$ cat src/rtl/pcc_pkg.sv
package pcc_pkg;

  localparam logic [7:0] CMD_KEY       = 8'h5A;
  localparam int         CFG_ARG_LIMIT = 8;

  typedef enum logic [7:0] {
    OP_SET_LOCK = 8'h08,
    OP_CLR_LOCK = 8'h09,
    OP_GET_LOCK = 8'h0A,
    OP_SET_CFG  = 8'h0B,
    OP_CLR_CFG  = 8'h0C,
    OP_GET_CFG  = 8'h0D
  } opcode_e;

  typedef enum logic [1:0] {
    RA_MODE   = 2'd0,
    RA_CMD    = 2'd1,
    RA_STATUS = 2'd2,
    RA_RESULT = 2'd3
  } regaddr_e;

  // Strobes from the control to the datapath
  typedef struct packed {
    logic        commit;      // apply the pending set/clear this cycle
    logic        setNotClr;
    logic        targetCfg;   // 1: configuration bit, 0: lock bit
    logic [15:0] bitIdx;
    logic        ptrClear;    // restart readback
    logic        cfgReadback; // readback source chosen at ptrClear
  } dp_strobe_t;

endpackage

$ cat src/rtl/pcc_ctrl.sv
module pcc_ctrl
  import pcc_pkg::*;
#(
  parameter int LOCK_BITS   = 64,
  parameter int CFG_BITS    = 4,
  parameter int BUSY_CYCLES = 3
) (
  input  logic        clk,
  input  logic        rstN,
  input  logic        cmdWrite,
  input  logic [31:0] cmdWord,
  input  logic        modeWrite,
  input  logic        modeData,
  input  logic        statusRead,
  input  logic        verifyFail,
  output dp_strobe_t  strb,
  output logic        ready,
  output logic        cmdErr,
  output logic        flashErr,
  output logic        irqEn,
  output logic        irq
);

  localparam int CNT_W = $clog2(BUSY_CYCLES + 1);

  logic [7:0]  opField;
  logic [15:0] argField;
  logic        keyOk, opKnown, argErr, changesBit, isSet, isCfg, cfgGet;
  logic        cmdGood, accept, reject, finishing;

  logic [CNT_W-1:0] busyCnt;
  logic             pendApply, pendSet, pendCfg;
  logic [15:0]      pendIdx;

  assign opField  = cmdWord[7:0];
  assign argField = cmdWord[23:8];
  assign keyOk    = (cmdWord[31:24] == CMD_KEY);

  always_comb begin
    opKnown    = 1'b1;
    argErr     = 1'b0;
    changesBit = 1'b0;
    isSet      = 1'b0;
    isCfg      = 1'b0;
    cfgGet     = 1'b0;
    case (opField)
      OP_SET_LOCK, OP_CLR_LOCK: begin
        argErr     = (32'(argField) >= 32'(LOCK_BITS));
        changesBit = 1'b1;
        isSet      = (opField == OP_SET_LOCK);
      end
      OP_SET_CFG, OP_CLR_CFG: begin
        argErr     = (32'(argField) > 32'(CFG_ARG_LIMIT));
        changesBit = (32'(argField) < 32'(CFG_BITS));
        isSet      = (opField == OP_SET_CFG);
        isCfg      = 1'b1;
      end
      OP_GET_LOCK: ;
      OP_GET_CFG:  cfgGet = 1'b1;
      default:     opKnown = 1'b0;
    endcase
  end

  assign ready     = (busyCnt == '0);
  assign cmdGood   = keyOk && opKnown && !argErr;
  assign accept    = cmdWrite && ready && cmdGood;
  assign reject    = cmdWrite && ready && !cmdGood;
  assign finishing = (busyCnt == CNT_W'(1));

  always_ff @(posedge clk or negedge rstN) begin
    if (!rstN) begin
      busyCnt   <= '0;
      pendApply <= 1'b0;
      pendSet   <= 1'b0;
      pendCfg   <= 1'b0;
      pendIdx   <= '0;
    end else if (accept) begin
      busyCnt   <= CNT_W'(BUSY_CYCLES);
      pendApply <= changesBit;
      pendSet   <= isSet;
      pendCfg   <= isCfg;
      pendIdx   <= argField;
    end else if (!ready) begin
      busyCnt   <= busyCnt - CNT_W'(1);
    end
  end

  always_ff @(posedge clk or negedge rstN) begin
    if (!rstN) begin
      cmdErr   <= 1'b0;
      flashErr <= 1'b0;
      irqEn    <= 1'b0;
    end else begin
      if (reject)          cmdErr <= 1'b1;
      else if (statusRead) cmdErr <= 1'b0;
      if (finishing && verifyFail) flashErr <= 1'b1;
      else if (statusRead)         flashErr <= 1'b0;
      if (modeWrite) irqEn <= modeData;
    end
  end

  always_comb begin
    strb.commit      = finishing && pendApply;
    strb.setNotClr   = pendSet;
    strb.targetCfg   = pendCfg;
    strb.bitIdx      = pendIdx;
    strb.ptrClear    = accept && (opField == OP_GET_LOCK || cfgGet);
    strb.cfgReadback = cfgGet;
  end

  assign irq = irqEn && ready;

  a_r1_bad_key_keeps_ready: assert property (@(posedge clk) disable iff (!rstN)
    (cmdWrite && ready && cmdWord[31:24] != CMD_KEY) |=> ready);
  a_r3_accept_drops_ready: assert property (@(posedge clk) disable iff (!rstN)
    accept |=> !ready);
  a_r4_busy_write_ignored: assert property (@(posedge clk) disable iff (!rstN)
    (cmdWrite && !ready) |=> ($stable(pendIdx) && $stable(pendSet) && $stable(pendCfg)));
  a_r10_cmd_err_sticky: assert property (@(posedge clk) disable iff (!rstN)
    (cmdErr && !statusRead) |=> cmdErr);
  a_r10_flash_err_sticky: assert property (@(posedge clk) disable iff (!rstN)
    (flashErr && !statusRead) |=> flashErr);

endmodule

$ cat src/rtl/pcc_datapath.sv
module pcc_datapath
  import pcc_pkg::*;
#(
  parameter int                LOCK_BITS = 64,
  parameter int                CFG_BITS  = 4,
  parameter logic [CFG_BITS-1:0] CFG_RESET = '0
) (
  input  logic        clk,
  input  logic        rstN,
  input  dp_strobe_t  strb,
  input  logic        resultRead,
  output logic [31:0] resultWord
);

  localparam int LOCK_WORDS = LOCK_BITS / 32;
  localparam int PTR_W      = $clog2(LOCK_WORDS + 1);
  localparam int WIDX_W     = (LOCK_WORDS > 1) ? $clog2(LOCK_WORDS) : 1;
  localparam int LIDX_W     = $clog2(LOCK_BITS);
  localparam int CIDX_W     = (CFG_BITS > 1) ? $clog2(CFG_BITS) : 1;

  logic [LOCK_BITS-1:0] lockBits;
  logic [CFG_BITS-1:0]  cfgBits;
  logic [PTR_W-1:0]     readPtr, ptrLimit;
  logic                 cfgMode;
  logic [31:0]          lockWords [LOCK_WORDS];
  logic [LIDX_W-1:0]    lockIdx;
  logic [CIDX_W-1:0]    cfgIdx;
  logic                 unusedIdxBits;

  assign lockIdx       = strb.bitIdx[LIDX_W-1:0];
  assign cfgIdx        = strb.bitIdx[CIDX_W-1:0];
  assign unusedIdxBits = ^strb.bitIdx;

  for (genvar w = 0; w < LOCK_WORDS; w++) begin : g_word
    assign lockWords[w] = lockBits[w*32 +: 32];
  end

  always_ff @(posedge clk or negedge rstN) begin
    if (!rstN) begin
      lockBits <= '0;
      cfgBits  <= CFG_RESET;
    end else if (strb.commit) begin
      if (strb.targetCfg) cfgBits[cfgIdx]   <= strb.setNotClr;
      else                lockBits[lockIdx] <= strb.setNotClr;
    end
  end

  assign ptrLimit = cfgMode ? PTR_W'(1) : PTR_W'(LOCK_WORDS);

  always_ff @(posedge clk or negedge rstN) begin
    if (!rstN) begin
      readPtr <= PTR_W'(LOCK_WORDS);
      cfgMode <= 1'b0;
    end else if (strb.ptrClear) begin
      readPtr <= '0;
      cfgMode <= strb.cfgReadback;
    end else if (resultRead && readPtr != ptrLimit) begin
      readPtr <= readPtr + PTR_W'(1);
    end
  end

  always_comb begin
    resultWord = '0;
    if (cfgMode) begin
      if (readPtr == '0) resultWord = 32'(cfgBits);
    end else if (readPtr < PTR_W'(LOCK_WORDS)) begin
      resultWord = lockWords[readPtr[WIDX_W-1:0]];
    end
  end

  a_r1_bits_hold_without_commit: assert property (@(posedge clk) disable iff (!rstN)
    !strb.commit |=> ($stable(lockBits) && $stable(cfgBits)));
  a_r6_ptr_in_range: assert property (@(posedge clk) disable iff (!rstN)
    readPtr <= PTR_W'(LOCK_WORDS));

endmodule

$ cat src/rtl/prot_cfg_ctrl.sv
module prot_cfg_ctrl
  import pcc_pkg::*;
#(
  parameter int                  LOCK_BITS   = 64,
  parameter int                  CFG_BITS    = 4,
  parameter int                  BUSY_CYCLES = 3,
  parameter logic [CFG_BITS-1:0] CFG_RESET   = 4'b0101
) (
  input  logic        clk,
  input  logic        rstN,
  input  logic        regWrEn,
  input  logic        regRdEn,
  input  logic [1:0]  regAddr,
  input  logic [31:0] regWrData,
  output logic [31:0] regRdData,
  input  logic        verifyFail,
  output logic        irq
);

  dp_strobe_t  strb;
  logic        ready, cmdErr, flashErr, irqEn;
  logic [31:0] resultWord;

  pcc_ctrl #(
    .LOCK_BITS  (LOCK_BITS),
    .CFG_BITS   (CFG_BITS),
    .BUSY_CYCLES(BUSY_CYCLES)
  ) u_ctrl (
    .clk       (clk),
    .rstN      (rstN),
    .cmdWrite  (regWrEn && regAddr == RA_CMD),
    .cmdWord   (regWrData),
    .modeWrite (regWrEn && regAddr == RA_MODE),
    .modeData  (regWrData[0]),
    .statusRead(regRdEn && regAddr == RA_STATUS),
    .verifyFail(verifyFail),
    .strb      (strb),
    .ready     (ready),
    .cmdErr    (cmdErr),
    .flashErr  (flashErr),
    .irqEn     (irqEn),
    .irq       (irq)
  );

  pcc_datapath #(
    .LOCK_BITS(LOCK_BITS),
    .CFG_BITS (CFG_BITS),
    .CFG_RESET(CFG_RESET)
  ) u_dp (
    .clk       (clk),
    .rstN      (rstN),
    .strb      (strb),
    .resultRead(regRdEn && regAddr == RA_RESULT),
    .resultWord(resultWord)
  );

  always_comb begin
    case (regAddr)
      RA_MODE:   regRdData = {31'b0, irqEn};
      RA_STATUS: regRdData = {29'b0, flashErr, cmdErr, ready};
      RA_RESULT: regRdData = resultWord;
      default:   regRdData = '0;
    endcase
  end

endmodule

$ cat config.mk
export PLATFORM = sky130hd
export DESIGN_NAME = prot_cfg_ctrl
export DESIGN_NICKNAME = d
export VERILOG_FILES = /design/src/rtl/pcc_pkg.sv /design/src/rtl/pcc_ctrl.sv /design/src/rtl/pcc_datapath.sv /design/src/rtl/prot_cfg_ctrl.sv
export SDC_FILE = /design/constraint.sdc
export NUM_CORES = 1
export LEC_CHECK = 0
export BUFFER_PORTS_ARGS = -buffer_cell sky130_fd_sc_hd__buf_2
export CORE_MARGIN = 4
export CORE_UTILIZATION = 30
export CTS_CLUSTER_DIAMETER = 100
export DETAILED_ROUTE_END_ITERATION = 10
export MAX_ROUTING_LAYER = met4
export PLACE_DENSITY = 0.55
export SETUP_SLACK_MARGIN = 0.05
export SLEW_MARGIN = 15
export SYNTH_ARGS = -nofsm -noshare
export SYNTH_HDL_FRONTEND = slang
export SYNTH_SLANG_ARGS = --single-unit
$ cat constraint.sdc
create_clock -name clk -period 3.2 [get_ports clk]
set_input_delay 0.64 -clock clk [delete_from_list [all_inputs] [get_ports clk]]
set_output_delay 0.64 -clock clk [all_outputs]
set_load 0.01 [all_outputs]
Word-level counts from Yosys, hierarchy flattened --
Cells that the tools add are included.
Operators by class: bitwise gates (word level) 2, equal/unequal tests 13, reduce and logical (&&, ||, !) cells 30, order comparisons 9, multiplexer cells 27, $add $sub $neg 2
Operators by type and width (number):
- $mux W32 | 5
- $pmux W32 S3 | 1
- $bwmux W64 | 1
- $eq A8 B4 Y1 const B | 6
- $ge A16 B7 Y1 const B | 1
- $gt A16 B4 Y1 const B | 1
- $logic_and A1 B1 Y1 | 16
- $lt A16 B3 Y1 const B | 1
- $mux W2 | 5
- $eq A8 B7 Y1 const B | 1
- $mux W1 | 8
- $lt A6 B7 Y1 const B | 1
- $demux W1 S6 | 1
- $ge A6 B1 Y1 const B | 1
- $logic_not A2 Y1 | 3
- $pmux W1 S2 | 3
- $reduce_bool A2 Y1 | 3
- $reduce_or A6 Y1 | 1
- $bwmux W4 | 1
- $eq A2 B1 Y1 const B | 2
- $eq A2 B2 Y1 const B | 2
- $mux W4 | 1
- $reduce_and A2 Y1 | 2
- $reduce_or A2 Y1 | 2
- other kinds (13) | 14
Word-level totals: output and inout port bits 33, register bits 85, logic and storage cells 95, input port bits 39

Depth between registers and ports, before layout --
Gate-level depths: netlist of run 1.
word-level depth 8, gate-level depth with buffers 8, gate-level depth less buffers 7

Modules after synthesis --
From an unflattened synthesis of run 1, not the netlist that was laid out.
Second synthesis, totals: cells, all modules 501, area total of the unflattened synthesis 5511.5 um^2
Modules (own cells, without submodules):
- pcc_datapath | area each 3927.5 um^2, cells each 356, times used 1, seq. area each 1780.5 um^2
- pcc_ctrl | area each 1273.7 um^2, cells each 98, times used 1, seq. area each 600.6 um^2
- prot_cfg_ctrl | area each 310.3 um^2, cells each 47, times used 1, seq. area each 0.0 um^2

Worst setup path after synthesis of run 1 --
OpenSTA, ideal clock, no wires.
kind in2reg, start input port regWrData[5], end register u_ctrl.pendApply, cell stages on the path 6, buffers on the path 1, arrival 2.457 ns, required time 3.075 ns, slack 0.617 ns, cell sequence or3b_4 > or3_4 > or4_4 > and3_1 > buf_6 > mux2_4
On the way: word-level cells in the longest chain between the ends 6
Ends and longest elaborated chain:
- start, declared | RTL line prot_cfg_ctrl.sv:14 | input logic [31:0] regWrData,
- $eq A8 B4 Y1 | RTL line pcc_ctrl.sv:46 | case (opField)
- $reduce_or A6 Y1 (no line) (tied with other cells)
- $mux W1 or $pmux W1 S2 (tied branches) | RTL line pcc_ctrl.sv:46
- $logic_and A1 B1 Y1 or $logic_not A1 Y1 (tied branches) | RTL line pcc_ctrl.sv:65 | assign cmdGood = keyOk && opKnown && !argErr;
- $logic_and A1 B1 Y1 | RTL line pcc_ctrl.sv:65
- $logic_and A1 B1 Y1 | RTL line pcc_ctrl.sv:66 | assign accept = cmdWrite && ready && cmdGood;
- end signal, assigned | RTL line pcc_ctrl.sv:79 | pendApply <= changesBit;
- end, declared | RTL line pcc_ctrl.sv:32 | logic pendApply, pendSet, pendCfg;
Several ways; a longest one is shown, not always the timed one. A chain may end at the register's enable or synchronous reset.

Worst setup path after layout of run 1 --
start register u_dp.readPtr[0], end output port regRdData[0]
On the way: word-level cells in the longest chain between the ends 7
Ends and longest elaborated chain:
- start, declared | RTL line pcc_datapath.sv:23 | logic [PTR_W-1:0] readPtr, ptrLimit;
- start signal, assigned | RTL line pcc_datapath.sv:52 | readPtr <= PTR_W'(LOCK_WORDS);
- start signal, assigned | RTL line pcc_datapath.sv:58 | readPtr <= readPtr + PTR_W'(1);
- $not A1 Y2 (implied by the code) | RTL line pcc_datapath.sv:67 | resultWord = lockWords[readPtr[WIDX_W-1:0]];
- $mux W32 (implied by the code) (3 in a row) | RTL line pcc_datapath.sv:67
- $mux W32 | RTL line pcc_datapath.sv:66 | end else if (readPtr < PTR_W'(LOCK_WORDS)) begin
- $mux W32 * | RTL line pcc_datapath.sv:64 | if (cfgMode) begin
- $pmux W32 S3 * | RTL line prot_cfg_ctrl.sv:58 | case (regAddr)
- end, declared | RTL line prot_cfg_ctrl.sv:15 | output logic [31:0] regRdData,
Mark *: on every way between the ends. The rest lies on a longest branch, timed or not. The select of a mux whose other input is x is not followed.

==> flow_metrics.py, run 1 <==
metrics = {
    "yosys": {
        "ys.flop_type": "dfrtp_1",
        "syn_nets": 480,
        "syn_area_sq_um": 4580,
        "synthDistinctLibCells": 48,
        "synth_area_leader_cell": "dfrtp_1",
        "yosysTopAreaCellShare_pct": 44.8,
        "synth_common_cells": "dfrtp_1 (82), nor2_1 (81), mux2_2 (71)",
        "netlist_instances": 438,
        "yosysMostFrequentCell": "dfrtp_1",
        "avgSynthCellArea_sq_um": 10.4,
        "ys_ff_latch": 85,
        "synth.area.top_cells": "dfrtp_1 (45%), mux2_2 (17%), nor2_1 (6.6%), mux2i_1 (6.6%), nand2_1 (3.4%)",
        "seq_area_frac_synth_pct": 46.6,
        "ys_async_sr_fraction_pct": 100,
        "synth_edf_count": 0,
        "yosysWarnings": 0,
    },
    "setup_path": {
        "end_kind": "output pin",
        "setup.worst_path.class": "reg2out",
        "worstPathRequired_ps": 2560,
        "worstPathArrival_ps": 2050,
        "critPathLaunchType": "flip-flop",
        "cp_max_fo": 16,
    },
    "sta": {
        "slew_headroom_pct": 58.0,
        "slew_violations": 0,
        "rsz0062_at_grt": "false",
        "final.setup.tns_ps": 0,
        "setup_viol": 0,
        "fmax_ghz": 0.371,
        "worst_slack_ps": 505,
        "fin_crit_ps": 2690,
        "final-hold-violation-count": 0,
        "fin_crit_sh_pct": 84.2,
        "finClkSkew_ps": 8.00,
        "tightest_slew_ps": 630,
    },
    "clock_network": {
        "cts_buffers": 9,
        "cts_tree": "yes",
        "cts_buffer_depth": 2,
        "clock_latency_ps": 340,
        "clk_pin_slew_ps": 60,
        "cts_hold_buf": 0,
        "h-tree-depth": 3,
        "clock_sinks": 85,
        "post-cts-setup-buffers": 0,
        "cts_root_buf": "clkbuf_16",
        "post_cts_resized": 0,
    },
    "placed_design": {
        "place_congestion": 0.750,
        "place_ws_ps": 479,
        "io_buffers": 71,
        "dpl.hpwl_mm": 7.45,
        "postPlaceCellArea_sq_um": 5110,
    },
    "drt": {
        "drtPass1Iterations": 4,
        "routedWlPerCell_microns": 15.2,
        "drc": 0,
        "initialDrtViolationCount": 178,
        "wl_mm": 10.4,
        "via_per_inst": 4.92,
        "ant_nets": 0,
        "dr_total_vias": 3386,
    },
    "flow_run": {
        "drv_cap": 0,
    },
    "floorplan": {
        "io_pins": 72,
        "die_width_microns": 132,
        "die_area_sq_um": 17300,
        "start_util_pct": 31.0,
        "die_h_microns": 132,
        "core-area_sq_um": 14800,
        "row_count": 44,
    },
    "power_and_ir_drop": {
        "p_leak_nw": 2.43,
        "finalPower_mw": 2.29,
        "peakVddDrop_mv": 0.185,
        "power_density_nw_per_um2": 425,
    },
    "global_routing": {
        "grt_pass1_vias": 3483,
        "grt_max_degree": 69,
        "grt_usage_pct": 12.7,
        "grt_pass1_wl_mm": 17.7,
        "antenna_found_initial": 0,
        "grt-ovfl-total": 0,
    },
    "status": {
        "run_status": "complete, no violations",
    },
    "finish": {
        "nNetsFinal": 541,
        "design_area_sq_um": 5390,
        "fillers": 1475,
        "antennaDiodeCount": 0,
        "drive_gt1_share_pct": 35.3,
        "syn2layout_area_growth_pct": 17.8,
    },
    "worst_hold_path": {
        "hold_class": "in2async",
    },
}
[logic make-up after synthesis]
logic type | share of synthesized area, %
multiplexers | 26.6
XOR/XNOR | 0.383
adder cells (fa/ha/maj) | 0.820
AND/OR/NAND/NOR | 19.1
AO/OA/AOI/OAI | 3.77
buffers and inverters | 2.79
flip-flops | 46.6
[routing by layer]
metal	vias up	global-route usage [%]	routed length, microns
li1	1643	-	-
met1	1662	16.9	5130
met2	71	19.7	4760
met3	10	2.98	453
met4	0	3.33	95
met5	-	-	0
[flip-flops by register name, summed over array words and instances, names as in the netlist]
name              count
u_ctrl.pendApply      1
u_ctrl.busyCnt        2
u_ctrl.irqEn          1
u_ctrl.pendSet        1
u_dp.cfgBits          4
u_ctrl.cmdErr         1
u_ctrl.pendCfg        1
u_ctrl.pendIdx        6
u_ctrl.flashErr       1
u_dp.cfgMode          1
u_dp.lockBits        64
u_dp.readPtr          2
[final cells by class]
type | count | area (sq um) | share of cell area, %
clock buffer | 12 | 246 | 4.57
multi-input combinational | 321 | 2320 | 43.0
sequential | 85 | 2130 | 39.5
inverter | 5 | 18.8 | 0.348
timing repair buffer | 77 | 415 | 7.70
tap | 184 | 230 | 4.27
clock inverter | 4 | 31.3 | 0.580
[report_power, final]
group | switching (mW) | internal [mW]
registers | 0.0185 | 1.10
clock network | 0.422 | 0.553
logic | 0.110 | 0.0834
total | 0.550 | 1.74
[final timing paths]
kind | start | to | slack (ps) | cells past startpoint
worst max-delay path | u_dp.readPtr[0] | regRdData[0] | 510 | 5
worst min-delay path | rstN | u_dp.lockBits[18] | 320 | 1
worst max register to register | u_ctrl.busyCnt[1] | u_dp.lockBits[55] | 960 | 7
worst min register to register | u_dp.lockBits[32] | u_dp.lockBits[32] | 500 | 1
max in group asynchronous | rstN | u_dp.readPtr[1] | 2190 | 2
min in group clk | u_dp.lockBits[32] | u_dp.lockBits[32] | 500 | 1
[metrics by stage]
stage	hold slack [ps]	utilization (%)	std cells
4_1_cts	334	36.6	688
3_3_place_gp	484	34.7	672
3_5_place_dp	490	34.7	672
5_1_grt	362	36.6	688
2_1_floorplan	344	-	438
6_report	317	36.6	688
[placed cells by master, fill, tap and decap left out, types with 3 or more instances in the layout]
| cell type | netlist | layout |
|---|---|---|
| mux2_1 | 5 | 5 |
| nor3b_1 | 4 | 4 |
| dfrtp_1 | 82 | 81 |
| a21oi_1 | 5 | 5 |
| clkbuf_16 | 0 | 9 |
| nand3b_1 | 5 | 5 |
| buf_2 | 0 | 70 |
| nor3_1 | 7 | 7 |
| nand2_1 | 41 | 41 |
| nor4_1 | 4 | 4 |
| buf_4 | 0 | 6 |
| o21ai_0 | 3 | 3 |
| inv_1 | 5 | 5 |
| mux2i_1 | 30 | 30 |
| mux2_2 | 71 | 71 |
| and2_1 | 3 | 3 |
| nand3_1 | 7 | 7 |
| and3b_1 | 3 | 3 |
| o21ai_1 | 3 | 3 |
| nor2_1 | 81 | 81 |
| nand2b_1 | 6 | 6 |
| mux2_4 | 4 | 4 |
| ha_1 | 3 | 3 |
| dfstp_2 | 3 | 3 |
| and3_1 | 3 | 3 |
[critical path, stage by stage (launching register included)]
cell and delay [ps]:
dfrtp_2 660, mux2_2 410, a32oi_1 170, a21oi_1 100, a22o_1 230, buf_2 140
No activity file was read; power rests on OpenSTA's default activity.
==> inputs of run 2 (changes only) <==
==> constraint.sdc (replaced) <==
create_clock -name clk -period 2.8 [get_ports clk]
set_input_delay 0.56 -clock clk [delete_from_list [all_inputs] [get_ports clk]]
set_output_delay 0.56 -clock clk [all_outputs]
set_load 0.01 [all_outputs]
==> run 2 against run 1 <==
  * Via count down 1.7%
  * Die area unchanged
  * Register-to-register slack worse by 420 ps
  * Largest cell class unchanged
  * Largest power group unchanged
==> flow_metrics.py, run 2 (synthesis gave the netlist of run 1 again) <==
metrics = {
    "status": {
        "run_status": "complete, no violations",
    },
    "setup_path": {
        "critPathLaunchType": "flip-flop",
        "rr_worst_depth": 7,
        "crit_family": "buffers and inverters",
        "crit_buf_inv": 2,
        "setup.worst_path.class": "reg2out",
        "r2r-start": "u_ctrl.busyCnt[1]",
        "r2r-end": "u_dp.lockBits[55]",
        "crit_path_cell_trace": "buf_4, mux2_2, a32oi_1, nor2_1, buf_2",
        "cp_max_fo": 22,
        "cp_slowest_cell": "dfrtp_2",
        "worstPathArrival_ps": 1980,
        "cp_slowest_stage_delay_ps": 460,
        "worstPathRequired_ps": 2240,
        "r2r_slack_ps": 540,
        "end_kind": "output pin",
    },
    "drt": {
        "top_layer": "met4",
        "drc": 0,
        "initialDrtViolationCount": 185,
        "drtPass1Iterations": 4,
        "ant_nets": 0,
        "via_per_inst": 4.84,
        "dr_total_vias": 3329,
        "wl_mm": 10.3,
        "wl_met2_mm": 4.64,
        "wl_met3_microns": 432,
        "routedWlPerCell_microns": 15.0,
        "wl_met1_mm": 5.09,
    },
    "finish": {
        "nNetsFinal": 542,
        "final_core_util_pct": 36.7,
        "final_cell_mix": "nor2_1 (81), dfrtp_1 (81), mux2_2 (71)",
        "reg_top3": "u_dp.lockBits x64, u_ctrl.pendIdx x6, u_dp.cfgBits x4",
        "syn2layout_area_growth_pct": 18.2,
        "antennaDiodeCount": 0,
        "largest-register": "u_dp.lockBits",
        "drive_gt1_share_pct": 35.5,
        "largest_reg_flops": 64,
    },
    "clock_network": {
        "cts_root_buf": "clkbuf_16",
        "post-cts-setup-buffers": 0,
        "post_cts_resized": 0,
        "cts_buffers": 9,
        "clk_pin_slew_ps": 60,
        "h-tree-depth": 3,
        "clock_latency_ps": 340,
        "cts_tree": "yes",
        "clock_sinks": 85,
        "cts_buffer_depth": 2,
        "cts_hold_buf": 0,
    },
    "worst_hold_path": {
        "hold_class": "in2async",
    },
    "global_routing": {
        "grt_usage_pct": 12.5,
        "antenna_found_initial": 0,
        "grt_pass1_vias": 3471,
        "grt_max_degree": 69,
        "grt_pass1_wl_mm": 17.3,
        "grt-ovfl-total": 0,
    },
    "sta": {
        "fin_crit_ps": 2540,
        "tightest_slew_ps": 655,
        "slew_violations": 0,
        "fmax_ghz": 0.393,
        "final-hold-violation-count": 0,
        "setup_viol": 0,
        "fin_crit_sh_pct": 90.8,
        "rsz0062_at_grt": "false",
        "final.setup.tns_ps": 0,
        "slew_headroom_pct": 56.2,
        "finClkSkew_ps": 6.69,
    },
    "placed_design": {
        "io_buffers": 71,
        "dpl.hpwl_mm": 7.37,
        "place_congestion": 0.756,
    },
    "power_and_ir_drop": {
        "peakVddDrop_mv": 0.328,
        "power_density_nw_per_um2": 493,
        "switchingPower_uw": 622,
        "internal_power_mw": 2.05,
        "power.share.clock_pct": 43.7,
        "p_sw_share_pct": 23.3,
        "p_leak_nw": 2.44,
        "seqPwrFrac_pct": 48.0,
        "combPwrFrac_pct": 8.3,
    },
    "floorplan": {
        "io_pins": 72,
        "die_area_sq_um": 17300,
        "die_h_microns": 132,
        "die_width_microns": 132,
        "row_count": 44,
        "core-area_sq_um": 14800,
        "start_util_pct": 31.0,
    },
    "flow_run": {
        "drv_cap": 0,
    },
}
-- run 2: worst max path at each step --
stage / start / endpoint / slack (ps) / depth (start not counted)
after global routing: u_dp.readPtr[0] / regRdData[3] / 150 / 5
after floorplan: regWrData[5] / u_ctrl.pendApply / 300 / 6
after detailed placement: regWrData[5] / u_ctrl.pendSet / 160 / 6
after global placement: regWrData[5] / u_ctrl.pendIdx[5] / 190 / 6
after CTS: u_dp.readPtr[0] / regRdData[3] / 210 / 5
final: u_dp.readPtr[0] / regRdData[3] / 260 / 5
-- run 2: area by class of cell --
type | count | area [sq um]
clock inverters | 5 | 60.1
repair buffers | 78 | 423
multi-input cells | 321 | 2320
inverters | 5 | 18.8
clock buffers | 10 | 229
well taps | 184 | 230
fillers | 1488 | 9340
flip-flops and latches | 85 | 2130
-- run 2: per-stage QoR --
| stage | power (mW) | hold slack, ps | instance area (sq um) | cells | worst slack, ps |
|---|---|---|---|---|---|
| after detailed placement | 1.53 | 492 | 5120 | 673 | 162 |
| after floorplan | 1.43 | 264 | 4580 | 438 | 297 |
| after CTS | 2.71 | 216 | 5410 | 688 | 207 |
| after global placement | 1.53 | 485 | 5120 | 673 | 185 |
| after global routing | 2.80 | 235 | 5410 | 688 | 154 |
| final | 2.67 | 199 | 5410 | 688 | 258 |
-- run 2: power groups by stage --
stage | registers, mW | logic, mW | clock network [mW]
after floorplan | 1.30 | 0.129 | 0
after global placement | 1.30 | 0.225 | 0
after detailed placement | 1.31 | 0.224 | 0
after CTS | 1.28 | 0.226 | 1.20
after global routing | 1.29 | 0.253 | 1.26
final | 1.28 | 0.221 | 1.17
-- run 2: metal layers --
layer	up-vias	global-route usage, %
met1	1605	17.0
met3	12	2.68
met5	-	-
met4	0	4.14
li1	1636	-
met2	76	18.7
==> inputs of run 3 (changes only) <==
--- a/config.mk
+++ b/config.mk
@@ -7,11 +7,11 @@
 export LEC_CHECK = 0
 export BUFFER_PORTS_ARGS = -buffer_cell sky130_fd_sc_hd__buf_2
 export CORE_MARGIN = 4
-export CORE_UTILIZATION = 30
+export CORE_UTILIZATION = 50
 export CTS_CLUSTER_DIAMETER = 100
 export DETAILED_ROUTE_END_ITERATION = 10
 export MAX_ROUTING_LAYER = met4
-export PLACE_DENSITY = 0.55
+export PLACE_DENSITY = 0.79
 export SETUP_SLACK_MARGIN = 0.05
 export SLEW_MARGIN = 15
 export SYNTH_ARGS = -nofsm -noshare
==> constraint.sdc (replaced) <==
create_clock -name clk -period 3 [get_ports clk]
set_input_delay 0.15 -clock clk [delete_from_list [all_inputs] [get_ports clk]]
set_output_delay 0.15 -clock clk [all_outputs]
set_load 0.01 [all_outputs]
==> run 3 against run 2 <==
  * Combinational power fell by 9%
  * Cell count decreased by 11%
  * Non-clock buffer count unchanged
  * Global-route usage up 6.8 points
  * Sequential share of layout area up 1.6 points
  * Flip-flop and latch count unchanged
  * Core utilization rose by 22 points
  * Largest power group unchanged
  * Highest routed layer unchanged
==> flow_metrics.py, run 3 (synthesis gave the netlist of run 1 again) <==
metrics = {
    "floorplan": {
        "row_count": 34,
        "die_area_sq_um": 10700,
        "io_pins": 72,
        "die_width_microns": 104,
        "die_h_microns": 104,
        "core-area_sq_um": 8810,
        "start_util_pct": 52.0,
    },
    "power_and_ir_drop": {
        "power_density_nw_per_um2": 412,
        "p_leak_nw": 2.38,
        "peakVddDrop_mv": 0.243,
    },
    "setup_path": {
        "critPathLaunchType": "flip-flop",
        "cp_slowest_cell": "dfrtp_1",
        "end_kind": "output pin",
        "crit_path_cell_trace": "buf_4, mux2_2, a32oi_1, a21oi_1, a22o_1, buf_2",
        "worstPathArrival_ps": 2100,
        "cp_slowest_stage_delay_ps": 390,
        "worstPathRequired_ps": 2850,
        "cp_max_fo": 16,
        "crit_family": "compound AO/OA/AOI/OAI gates",
        "setup.worst_path.class": "reg2out",
        "crit_buf_inv": 2,
    },
    "sta": {
        "slew_headroom_pct": 47.6,
        "hold_ws_ps": 37.6,
        "tightest_slew_ps": 785,
        "setup_viol": 0,
        "fmax_ghz": 0.445,
        "fin_crit_ps": 2250,
        "final.setup.tns_ps": 0,
        "final-hold-violation-count": 0,
        "slew_violations": 0,
        "finClkSkew_ps": 11.3,
        "fin_crit_sh_pct": 74.9,
        "rsz0062_at_grt": "false",
    },
    "global_routing": {
        "grt-ovfl-total": 0,
        "antenna_found_initial": 0,
        "grt_pass1_vias": 3528,
        "grt_pass1_wl_mm": 16.8,
        "grt_max_degree": 86,
        "grt_usage_pct": 19.3,
    },
    "finish": {
        "antennaDiodeCount": 0,
        "final_common_cell": "dfrtp_1",
        "reg_top3": "u_dp.lockBits x64, u_ctrl.pendIdx x6, u_dp.cfgBits x4",
        "largest-register": "u_dp.lockBits",
        "syn2layout_area_growth_pct": 13.5,
        "nNetsFinal": 542,
        "drive_gt1_share_pct": 35.2,
        "final_cell_mix": "dfrtp_1 (82), nor2_1 (81), mux2_2 (71)",
        "largest_reg_flops": 64,
    },
    "drt": {
        "via_per_inst": 5.61,
        "wl_mm": 9.80,
        "dr_total_vias": 3437,
        "drtPass1Iterations": 4,
        "initialDrtViolationCount": 207,
        "drc": 0,
        "routedWlPerCell_microns": 16.0,
        "ant_nets": 0,
    },
    "flow_run": {
        "drv_cap": 0,
    },
    "clock_network": {
        "cts_buffer_depth": 2,
        "cts_tree": "yes",
        "clock_sinks": 85,
        "cts_root_buf": "clkbuf_8",
        "clk_pin_slew_ps": 90,
        "clock_latency_ps": 360,
        "h-tree-depth": 3,
        "post_cts_resized": 0,
        "cts_buffers": 9,
    },
    "placed_design": {
        "place_congestion": 0.764,
        "io_buffers": 71,
        "dpl.hpwl_mm": 6.83,
    },
    "worst_hold_path": {
        "hold_class": "in2reg",
    },
    "status": {
        "run_status": "complete, no violations",
    },
}
==> run 3: repair_timing <==
action | in CTS | in global routing
hold endpoints to repair | 0 | 82
endpoints found under the setup margin | 0 | 0
buffers inserted | 0 | 0
hold buffers | 0 | 1
==> run 3: path summary, 6_finish.rpt <==
check	from	cells past startpoint	endpoint	slack [ps]
worst max-delay path	u_dp.readPtr[0]	6	regRdData[0]	750
worst min-delay path	regWrData[9]	2	u_ctrl.pendIdx[1]	40
worst max register to register	u_ctrl.busyCnt[1]	7	u_dp.lockBits[2]	780
worst min register to register	u_ctrl.cmdErr	2	u_ctrl.cmdErr	500
max in group asynchronous	rstN	2	u_dp.lockBits[34]	2040
min in group asynchronous	rstN	2	u_dp.lockBits[38]	410
==> run 3: area by class of cell <==
| type | count | area [sq um] |
|---|---|---|
| clock buffers | 10 | 128 |
| inverters | 5 | 18.8 |
| flip-flops and latches | 85 | 2130 |
| repair buffers | 78 | 417 |
| fillers | 765 | 3610 |
| clock inverters | 6 | 46.3 |
| well taps | 108 | 135 |
| multi-input cells | 321 | 2320 |
==> run 3: per-layer routing <==
| layer | global-route usage [%] | wire length [microns] |
|---|---|---|
| met4 | 6.27 | 170 |
| met5 | - | 0 |
| met1 | 25.6 | 4580 |
| met2 | 30.1 | 4660 |
| met3 | 3.98 | 390 |
==> run 3: metrics by stage <==
stage               instances  area, sq um  util (%)  worst slack [ps]  power, mW
finish                    613         5190      59.0               753       2.14
global route              613         5190      59.0               632       2.25
CTS                       612         5180      58.8               712       2.15
detailed placement        596         5010      56.8               761       1.42
global placement          596         5010      56.8               805       1.41
floorplan                 438         4580         -               907       1.33
==> run 3: worst register-to-register path, delay by kind of cell, from the launching register on <==
kind	cells	cell delay [ps]
adder cells (fa/ha/maj)	1	210
buffers and inverters	1	80
flip-flops	1	380
multiplexers	1	300
AND/OR/NAND/NOR	4	1150
==> run 3: power breakdown <==
part	internal, mW	total [mW]	switching [mW]
combinational	0.0873	0.202	0.115
sequential	1.18	1.20	0.0198
clock	0.307	0.740	0.433
total	1.57	2.14	0.568
